==> src/rtl/drvx_pkg.sv <==
package drvx_pkg;
  localparam int WORD_W = 16;

  typedef enum logic [1:0] {
    ST_IDLE   = 2'd0,
    ST_SETTLE = 2'd1,
    ST_SHIFT  = 2'd2,
    ST_CAPT   = 2'd3
  } xch_state_t;

  // force the leading marker bit so the drive can frame the word
  function automatic logic [WORD_W-1:0] marked_cmd(input logic [WORD_W-1:0] w);
    logic [WORD_W-1:0] r;
    r = w;
    r[WORD_W-1] = 1'b1;
    return r;
  endfunction
endpackage

==> src/rtl/drvx_sysclk.sv <==
module drvx_sysclk #(
  parameter int HALF = 2
) (
  input  logic clk,
  input  logic rst_n,
  output logic sys_clk,
  output logic rise_tick,
  output logic fall_tick
);
  localparam int CW = (HALF > 1) ? $clog2(HALF) : 1;
  logic [CW-1:0] cnt;
  logic          wrap;

  assign wrap      = (cnt == CW'(HALF - 1));
  assign rise_tick = wrap & ~sys_clk;
  assign fall_tick = wrap & sys_clk;

  always_ff @(posedge clk or negedge rst_n) begin
    if (!rst_n) begin
      cnt     <= '0;
      sys_clk <= 1'b0;
    end else if (wrap) begin
      cnt     <= '0;
      sys_clk <= ~sys_clk;
    end else begin
      cnt <= cnt + 1'b1;
    end
  end
endmodule

==> src/rtl/drvx_cmd_shift.sv <==
module drvx_cmd_shift #(
  parameter int BITS = 16
) (
  input  logic            clk,
  input  logic            rst_n,
  input  logic            load,
  input  logic [BITS-1:0] word,
  input  logic            fall_tick,
  input  logic            rise_tick,
  output logic            cmd_en,
  output logic            cmd_out,
  output logic            done
);
  localparam int CW = $clog2(BITS + 1);
  logic [BITS-1:0] sreg;
  logic [CW-1:0]   cnt;
  logic            active;
  logic            last_bit_out;

  assign last_bit_out = active && fall_tick && (cnt == CW'(BITS));

  always_ff @(posedge clk or negedge rst_n) begin
    if (!rst_n) begin
      sreg    <= '0;
      cnt     <= '0;
      active  <= 1'b0;
      cmd_en  <= 1'b0;
      cmd_out <= 1'b0;
      done    <= 1'b0;
    end else begin
      done <= 1'b0;
      if (load) begin
        sreg   <= word;
        cnt    <= '0;
        active <= 1'b1;
      end else if (last_bit_out) begin
        cmd_en  <= 1'b0;
        cmd_out <= 1'b0;
        active  <= 1'b0;
        done    <= 1'b1;
      end else if (active && fall_tick) begin
        cmd_en  <= 1'b1;
        cmd_out <= sreg[BITS-1];
        sreg    <= {sreg[BITS-2:0], 1'b0};
        cnt     <= cnt + 1'b1;
      end
    end
  end

  // command data moves only on a falling system clock
  a_r4_change_on_fall: assert property (@(posedge clk) disable iff (!rst_n)
    (cmd_en && $past(cmd_en) && !$stable(cmd_out)) |-> $past(fall_tick));
  // data is steady across each sampling (rising) edge
  a_r4_stable_at_rise: assert property (@(posedge clk) disable iff (!rst_n)
    (cmd_en && rise_tick) |=> $stable(cmd_out));
  // enable never outlives the bit count
  a_r5_count_bound: assert property (@(posedge clk) disable iff (!rst_n)
    cmd_en |-> (cnt <= CW'(BITS)));
endmodule

==> src/rtl/drvx_stat_capt.sv <==
module drvx_stat_capt #(
  parameter int BITS = 16,
  parameter int TMO  = 64
) (
  input  logic            clk,
  input  logic            rst_n,
  input  logic            arm,
  input  logic            stat_clk,
  input  logic            stat_dat,
  input  logic            rise_tick,
  output logic [BITS-1:0] word,
  output logic            done,
  output logic            timeout
);
  localparam int CW = $clog2(BITS + 1);
  localparam int TW = $clog2(TMO + 1);
  logic [1:0]      sclk_sync, sdat_sync;
  logic            sclk_prev;
  logic            edge_seen;
  logic [CW-1:0]   cnt;
  logic [TW-1:0]   idle_per;
  logic            active;

  assign edge_seen = sclk_sync[1] & ~sclk_prev;

  always_ff @(posedge clk or negedge rst_n) begin
    if (!rst_n) begin
      sclk_sync <= '0;
      sdat_sync <= '0;
      sclk_prev <= 1'b0;
      word      <= '0;
      cnt       <= '0;
      idle_per  <= '0;
      active    <= 1'b0;
      done      <= 1'b0;
      timeout   <= 1'b0;
    end else begin
      sclk_sync <= {sclk_sync[0], stat_clk};
      sdat_sync <= {sdat_sync[0], stat_dat};
      sclk_prev <= sclk_sync[1];
      done      <= 1'b0;
      timeout   <= 1'b0;
      if (arm) begin
        cnt      <= '0;
        idle_per <= '0;
        active   <= 1'b1;
      end else if (active && edge_seen) begin
        word     <= {word[BITS-2:0], sdat_sync[1]};
        idle_per <= '0;
        cnt      <= cnt + 1'b1;
        if (cnt == CW'(BITS - 1)) begin
          active <= 1'b0;
          done   <= 1'b1;
        end
      end else if (active && rise_tick) begin
        if (idle_per == TW'(TMO - 1)) begin
          active  <= 1'b0;
          timeout <= 1'b1;
        end else begin
          idle_per <= idle_per + 1'b1;
        end
      end
    end
  end

  // the two endings of a capture exclude each other
  a_r9_one_ending: assert property (@(posedge clk) disable iff (!rst_n)
    !(done && timeout));
  // idle counter never runs past its limit
  a_r9_tmo_bound: assert property (@(posedge clk) disable iff (!rst_n)
    active |-> (idle_per < TW'(TMO)));
endmodule

==> src/rtl/drvx_exchanger.sv <==
module drvx_exchanger
  import drvx_pkg::*;
#(
  parameter int SETTLE_CYC = 4,
  parameter int SYS_HALF   = 2,
  parameter int TMO_PER    = 64
) (
  input  logic              clk,
  input  logic              rst_n,
  input  logic              start,
  input  logic              op_get_stat,
  input  logic [1:0]        unit_sel,
  input  logic [WORD_W-1:0] cmd_word,
  input  logic              irq_en,
  input  logic              drv_rdy,
  input  logic              stat_clk,
  input  logic              stat_dat,
  output logic [1:0]        sel_out,
  output logic              sys_clk_o,
  output logic              cmd_en,
  output logic              cmd_out,
  output logic              ctl_ready,
  output logic              irq_req,
  output logic [WORD_W-1:0] stat_word,
  output logic              stat_err
);
  localparam int SW = (SETTLE_CYC > 1) ? $clog2(SETTLE_CYC) : 1;

  xch_state_t        state;
  logic [SW-1:0]     scnt;
  logic              op_q;
  logic [WORD_W-1:0] cmd_q;
  logic              rise_tick, fall_tick;
  logic              accept, settle_end, load_cmd, arm_capt, finish;
  logic              sh_done, cap_done, cap_tmo;
  logic [WORD_W-1:0] cap_word;

  assign accept     = (state == ST_IDLE) && start;
  assign settle_end = (state == ST_SETTLE) && (scnt == SW'(SETTLE_CYC - 1));
  assign load_cmd   = settle_end && (op_q || drv_rdy);
  assign arm_capt   = (state == ST_SHIFT) && sh_done && op_q;
  assign finish     = ((state == ST_SHIFT) && sh_done && !op_q) ||
                      ((state == ST_CAPT) && (cap_done || cap_tmo));

  drvx_sysclk #(.HALF(SYS_HALF)) u_clk (
    .clk(clk), .rst_n(rst_n), .sys_clk(sys_clk_o),
    .rise_tick(rise_tick), .fall_tick(fall_tick)
  );

  drvx_cmd_shift #(.BITS(WORD_W)) u_tx (
    .clk(clk), .rst_n(rst_n), .load(load_cmd), .word(cmd_q),
    .fall_tick(fall_tick), .rise_tick(rise_tick),
    .cmd_en(cmd_en), .cmd_out(cmd_out), .done(sh_done)
  );

  drvx_stat_capt #(.BITS(WORD_W), .TMO(TMO_PER)) u_rx (
    .clk(clk), .rst_n(rst_n), .arm(arm_capt), .stat_clk(stat_clk),
    .stat_dat(stat_dat), .rise_tick(rise_tick), .word(cap_word),
    .done(cap_done), .timeout(cap_tmo)
  );

  always_ff @(posedge clk or negedge rst_n) begin
    if (!rst_n) begin
      state     <= ST_IDLE;
      scnt      <= '0;
      op_q      <= 1'b0;
      cmd_q     <= '0;
      sel_out   <= '0;
      ctl_ready <= 1'b1;
      irq_req   <= 1'b0;
      stat_word <= '0;
      stat_err  <= 1'b0;
    end else begin
      if (accept) begin
        sel_out   <= unit_sel;
        op_q      <= op_get_stat;
        cmd_q     <= marked_cmd(cmd_word);
        ctl_ready <= 1'b0;
        irq_req   <= 1'b0;
        stat_err  <= 1'b0;
        scnt      <= '0;
        state     <= ST_SETTLE;
      end
      if (state == ST_SETTLE && !settle_end) scnt <= scnt + 1'b1;
      if (load_cmd) state <= ST_SHIFT;
      if (arm_capt) state <= ST_CAPT;
      if (state == ST_CAPT && cap_done) stat_word <= cap_word;
      if (state == ST_CAPT && cap_tmo) stat_err <= 1'b1;
      if (finish) begin
        ctl_ready <= 1'b1;
        irq_req   <= irq_en;
        state     <= ST_IDLE;
      end
    end
  end

  // select lines hold while an exchange runs
  a_r2_sel_hold: assert property (@(posedge clk) disable iff (!rst_n)
    (!ctl_ready && $past(!ctl_ready)) |-> $stable(sel_out));
  // no command traffic while idle
  a_r5_quiet_idle: assert property (@(posedge clk) disable iff (!rst_n)
    ctl_ready |-> (!cmd_en && !cmd_out));
  // a seek never loads its word while the drive is not ready
  a_r6_seek_waits: assert property (@(posedge clk) disable iff (!rst_n)
    (load_cmd && !op_q) |-> drv_rdy);
  // an interrupt only appears together with ready
  a_r8_irq_with_ready: assert property (@(posedge clk) disable iff (!rst_n)
    $rose(irq_req) |-> ctl_ready);
  // an accepted start drops both flags
  a_r10_start_clears: assert property (@(posedge clk) disable iff (!rst_n)
    accept |=> (!irq_req && !stat_err && !ctl_ready));
endmodule

==> config.mk <==
export PLATFORM = sky130hd
export DESIGN_NAME = drvx_exchanger
export DESIGN_NICKNAME = d
export VERILOG_FILES = /design/src/rtl/drvx_pkg.sv /design/src/rtl/drvx_sysclk.sv /design/src/rtl/drvx_cmd_shift.sv /design/src/rtl/drvx_stat_capt.sv /design/src/rtl/drvx_exchanger.sv
export SDC_FILE = /design/constraint.sdc
export NUM_CORES = 1
export LEC_CHECK = 0
export CORE_MARGIN = 4
export CORE_UTILIZATION = 53
export CTS_BUF_LIST = sky130_fd_sc_hd__clkbuf_2 sky130_fd_sc_hd__clkbuf_4 sky130_fd_sc_hd__clkbuf_8
export CTS_CLUSTER_SIZE = 14
export DETAILED_ROUTE_END_ITERATION = 16
export PLACE_DENSITY = 0.83
export SLEW_MARGIN = 20
export SYNTH_ARGS = -nofsm -noshare
export SYNTH_HDL_FRONTEND = slang
export SYNTH_SLANG_ARGS = --single-unit
==> constraint.sdc <==
create_clock -name clk -period 1.7 [get_ports clk]
set_clock_uncertainty 0.1 [all_clocks]
set_input_delay 0.34 -clock clk [delete_from_list [all_inputs] [get_ports clk]]
set_output_delay 0.34 -clock clk [all_outputs]
set_load 0.05 [all_outputs]
# Word level (Yosys, flattened, before mapping)
# Cells that the tools add are included.
classes:
  eq_ne: 10
  n_bitwise: 7
  n_div: 0
  muxes: 43
  reduce_logical: 35
  shifts: 0
  mul: 0
  n_lt_le_gt_ge: 0
  addsub: 5
op_table:
  columns: ["op", "n"]
  rows:
  - ["$mux 16", 3]
  - ["$mux 7", 4]
  - ["$mux 1", 25]
  - ["$mux 5", 5]
  - ["$logic_and 1x1->1", 14]
  - ["$reduce_bool 2->1", 7]
  - ["$mux 2", 6]
  - ["$add 5x1->5 const B", 2]
  - ["$reduce_and 2->1", 4]
  - ["$add 7x1->7 const B", 1]
  - ["$eq 7x6->1 const B", 1]
  - ["$eq 2x2->1 const B", 3]
  - ["$reduce_bool 3->1", 2]
  - ["$eq 5x4->1 const B", 1]
  - ["$eq 5x5->1 const B", 1]
  - ["$not 1->1", 4]
  - ["$reduce_bool 4->1", 1]
  - ["$and 1x1->1", 3]
  - ["$logic_or 1x1->1", 3]
  - ["$ne 3x2->1 const B", 1]
  - ["$ne 3x3->1 const B", 1]
  - ["$reduce_and 3->1", 1]
  - ["$add 2x1->2 const B", 1]
  - ["$eq 2x1->1 const B", 1]
  - ["4 further kinds", 5]
word_totals:
  rom_bits: 0
  ram_bits: 0
  latchBits: 0
  regBits: 105
  n_memories: 0
  out_inout_bits: 24
  wordCells: 126

# Longest topological paths before layout
depth:
  ltp_word: 6
  mapped_depth: 7

# Hierarchy
# Synthesis repeated with hierarchy kept, for this count alone.
unflattened:
  cells_unflattened: 356
  hier_area_um2: 4540.6
by_module_without_submodules:
  columns: ["mod", "seq_area_each_um2", "instances", "area_per_inst_um2", "cells_each"]
  rows:
  - ["drvx_exchanger", 1052.3, 1, 1716.6, 109]
  - ["drvx_stat_capt", 900.9, 1, 1525.2, 121]
  - ["drvx_cmd_shift", 625.6, 1, 1219.9, 120]
  - ["drvx_sysclk", 50.0, 1, 78.8, 6]

# Worst setup path after synthesis
# OpenSTA, ideal clock, no wires.
synth_timing:
  kind: "reg2reg"
  start: "register u_clk.sys_clk"
  end: "register u_tx.sreg[10]"
  stages_incl_launch_ff: 6
  path_buffers: 2
  arrival_ns: 1.507
  required_time_ns: 1.518
  setup_slack_ns: 0.012
  period_less_slack_ns: 1.688
  cell_sequence: "dfrtp_1 > and3_1 > buf_2 > buf_2 > nand3_1 > a31oi_1"
synth_via:
  elab_chain_len: 5
  elab_cells_between_ends: 6
synth_lines:
  columns: ["element", "line_no", "source"]
  rows:
  - ["from (decl)", "drvx_sysclk.sv:6", "output logic sys_clk,"]
  - ["from (signal assigned)", "drvx_sysclk.sv:24", "sys_clk <= ~sys_clk;"]
  - ["$and 1x1->1 (*)", "drvx_sysclk.sv:16", "assign fall_tick = wrap & sys_clk;"]
  - ["$logic_and 1x1->1 (*)", "drvx_cmd_shift.sv:20, drvx_cmd_shift.sv:41", null]
  - ["$logic_and 1x1->1", "drvx_cmd_shift.sv:20", "assign last_bit_out = active && fall_tick && (cnt == CW'(BITS));"]
  - ["$ne 2x2->1 (no line)", null, null]
  - ["$reduce_and 2->1 (no line) (*)", null, null]
  - ["to (signal assigned)", "drvx_cmd_shift.sv:33", "sreg <= word;"]
  - ["to (signal assigned)", "drvx_cmd_shift.sv:44", "sreg <= {sreg[BITS-2:0], 1'b0};"]
  - ["to (decl)", "drvx_cmd_shift.sv:15", "logic [BITS-1:0] sreg;"]
# Every way passes the cells marked *; elsewhere a longest branch is shown, timed or not.
# A chain may end at the register's enable or synchronous reset.

# Worst setup path in the final report
layout_timing:
  start: "register state[1]"
  end: "register cmd_q[1]"
layout_via:
  elab_chain_len: 2
layout_lines:
  columns: ["element", "line_no", "source"]
  rows:
  - ["from (decl)", "drvx_exchanger.sv:29", "xch_state_t state;"]
  - ["from (signal assigned)", "drvx_exchanger.sv:64", "state <= ST_IDLE;"]
  - ["from (signal assigned)", "drvx_exchanger.sv:82", "state <= ST_SETTLE;"]
  - ["from (signal assigned)", "drvx_exchanger.sv:85", "if (load_cmd) state <= ST_SHIFT;"]
  - ["$logic_not 2->1", "drvx_exchanger.sv:38", "assign accept = (state == ST_IDLE) && start;"]
  - ["$logic_and 1x1->1", "drvx_exchanger.sv:38", null]
  - ["to (signal assigned)", "drvx_exchanger.sv:77", "cmd_q <= marked_cmd(cmd_word);"]
  - ["to (decl)", "drvx_exchanger.sv:32", "logic [WORD_W-1:0] cmd_q;"]
# No other way between the ends.

==> flow_metrics.tcl <==
set metrics [dict create \
    worstPathMaxFanout 10 \
    synth_warnings 0 \
    power.share.clock_pct 22.6 \
    rows 33 \
    p_int_mw 4.59 \
    drc 0 \
    dr_total_vias 3280 \
    grt_pass1_wl_um 15300 \
    hold_ws_ps 237 \
    worstPathArrival_ps 1820 \
    antenna_found_initial 0 \
    synth_edf_count 0 \
    period_share_pct 98.0 \
    final_common_cell "dfrtp_1" \
    ioPinCount 50 \
    power_density_nw_per_um2 1190 \
    setup_viol 0 \
    hold_class "flop to flop" \
    ant_nets 0 \
    place_hpwl_um 6340 \
    core_area_sq_um 8340 \
    async_flop_share_pct 100 \
    synth_flop_cell "dfrtp_1" \
    p_seq_share_pct 50.3 \
    startpoint_type "flop" \
    multi_input_area_sq_um 1830 \
    clock_latency_ps 370 \
    timing.fmax_mhz 600 \
    p_switching_mw 2.24 \
    root_buffer "clkbuf_8" \
    grt_max_degree 47 \
    antenna_cells 0 \
    synth_seq_cells 105 \
    regArea_sq_um 2630 \
    pwr-share-comb_pct 27.1 \
    area_growth_pct 24.8 \
    grt_overflow_total 0 \
    dpl-instance-area_sq_um 5380 \
    synthTopCellsByArea "dfrtp_1, mux2_2, mux2_4" \
    layout_common_cells "dfrtp_1, buf_4, mux2_2" \
    timing.final.ws_setup_ps 34.4 \
    finalPower_mw 6.83 \
    fin_crit_ps 1670 \
    first_pass_iters 4 \
    maxCapViolCount 0 \
    clock-sinks 105 \
    max-slew-margin-rel_pct 70.8 \
    path_clk_slew_ps 110 \
    start_util_pct 55.1 \
    drive_gt1_share_pct 32.0 \
    grt_util_all_layers_pct 18.6 \
    power_leakage_nw 2.63 \
    place.port_buffers 48 \
    ir_drop_mv 0.924 \
    wl_per_cell_um 17.0 \
    drv_slew 0 \
    synth_top_cell_area_share_pct 56.6 \
    syn-mean-instance-area_sq_um 12.2 \
    die_area_sq_um 10200 \
    endpoint_kind "flop" \
    grt_pass1_vias 3271 \
    ys_types 50 \
    syn-cell-area_sq_um 4590 \
    cts_buffers 9 \
    fill_cells 578 \
    die_width_um 101 \
    finalHoldViolations 0 \
    p_sw_share_pct 32.8 \
    design_area_sq_um 5730 \
    dp_slack_ps -190 \
    cts_buffer_depth 2 \
    drt-vias-per-instance 5.81 \
    rsz0062_at_grt "true" \
    drt_iter0_markers 144 \
    cts_tree "done" \
    cts_max_level 3 \
    status "complete, no violations" \
    required_ps 1860 \
    wl_um 9600 \
    yosys.area.top_type "dfrtp_1" \
    syn_nets 410 \
    nets 487 \
    gp_congestion 0.827 \
    die_y_um 101 \
    critPathKind "flop to flop" \
    synth_cells 378 \
    ys_seq_area_share_pct 57.2 \
    worstMarginPinSlew_ps 438 \
]
state kept, by name, indices dropped and copies added, names as in the netlist, 2 cells and up:
signal          flops
cmd_q              16
stat_word          16
u_rx.word          16
u_tx.sreg          16
u_rx.idle_per       7
u_rx.cnt            5
u_tx.cnt            5
scnt                2
sel_out             2
state               2
u_rx.sclk_sync      2
u_rx.sdat_sync      2
metal layers:
metal | GRT usage, % | vias up | share of wire [%]
met5 | 0 | - | 0
met4 | 5.93 | 0 | 2.1
met3 | 4.01 | 19 | 4.6
met2 | 32.4 | 102 | 53
met1 | 23.3 | 1650 | 41
li1 | - | 1509 | -
final timing paths:
check / startpoint / endpoint / slack, ps / cells after the start
worst max-delay path: state[1] / cmd_q[1] / 30 / 5
worst min-delay path: u_rx.sdat_sync[0] / u_rx.sdat_sync[1] / 240 / 0
worst max register to register: state[1] / cmd_q[1] / 30 / 5
worst min register to register: u_rx.sdat_sync[0] / u_rx.sdat_sync[1] / 240 / 0
max in group asynchronous: rst_n / u_tx.sreg[14] / 660 / 3
min in group asynchronous: rst_n / cmd_q[11] / 290 / 2
cell type report:
cell class | count | area share, %
sequential | 105 | 45.8
timing repair buffer | 91 | 15.6
clock buffer | 9 | 2.16
inverter | 12 | 0.786
clock inverter | 7 | 1.46
tap | 105 | 2.29
multi-input combinational | 236 | 31.9
critical path, cell delays in order, from the launching register on:
cell	delay, ps
dfrtp_1	440
buf_4	180
nor3b_4	200
buf_6	150
clkbuf_16	160
mux2_2	330
synth_stat cells (9+ instances only):
| master | number |
|---|---|
| a31oi_1 | 15 |
| dfrtp_1 | 104 |
| nand2_1 | 10 |
| inv_1 | 12 |
| nor3_1 | 18 |
| nor2_1 | 9 |
| mux2i_1 | 10 |
| mux2_4 | 10 |
| clkbuf_1 | 9 |
| mux2_2 | 40 |
| buf_2 | 11 |
| a21oi_1 | 10 |
| o21ai_0 | 30 |
| nand3_1 | 27 |
per-stage QoR:
step	std cells	setup TNS (ps)	utilization [%]
5_1_grt	565	-1380	68.8
6_report	565	0	68.8
2_1_floorplan	378	0	-
3_3_place_gp	539	-3110	64.5
4_1_cts	556	0	67.3
3_5_place_dp	539	-4350	64.5
kinds of logic after synthesis:
family	Yosys count	share of synthesized area (%)
adder cells (fa/ha/maj)	6	1.63
XOR/XNOR	3	0.572
AO/OA/AOI/OAI	69	8.69
AND/OR/NAND/NOR	97	12.4
flip-flops	105	57.2
buffers and inverters	37	4.03
multiplexers	61	15.5
power groups by stage:
stage | clock [mW] | combinational [mW] | sequential (mW)
finish | 1.54 | 1.85 | 3.43
global route | 1.68 | 2.04 | 3.50
CTS | 1.58 | 1.74 | 3.43
detailed placement | 0 | 1.72 | 3.47
global placement | 0 | 1.61 | 3.43
floorplan | 0 | 0.909 | 3.54
what timing repair did:
| action | in CTS | in global routing |
|---|---|---|
| endpoints found under the setup margin | 4 | 43 |
| hold buffers | 1 | 0 |
| pin swaps | 0 | 11 |
| gates resized for setup | 3 | 15 |
| endpoints found under the hold margin | 19 | 0 |
| gates cloned | 0 | 3 |
| setup buffers | 0 | 6 |
(Power assumes the default switching activity.)
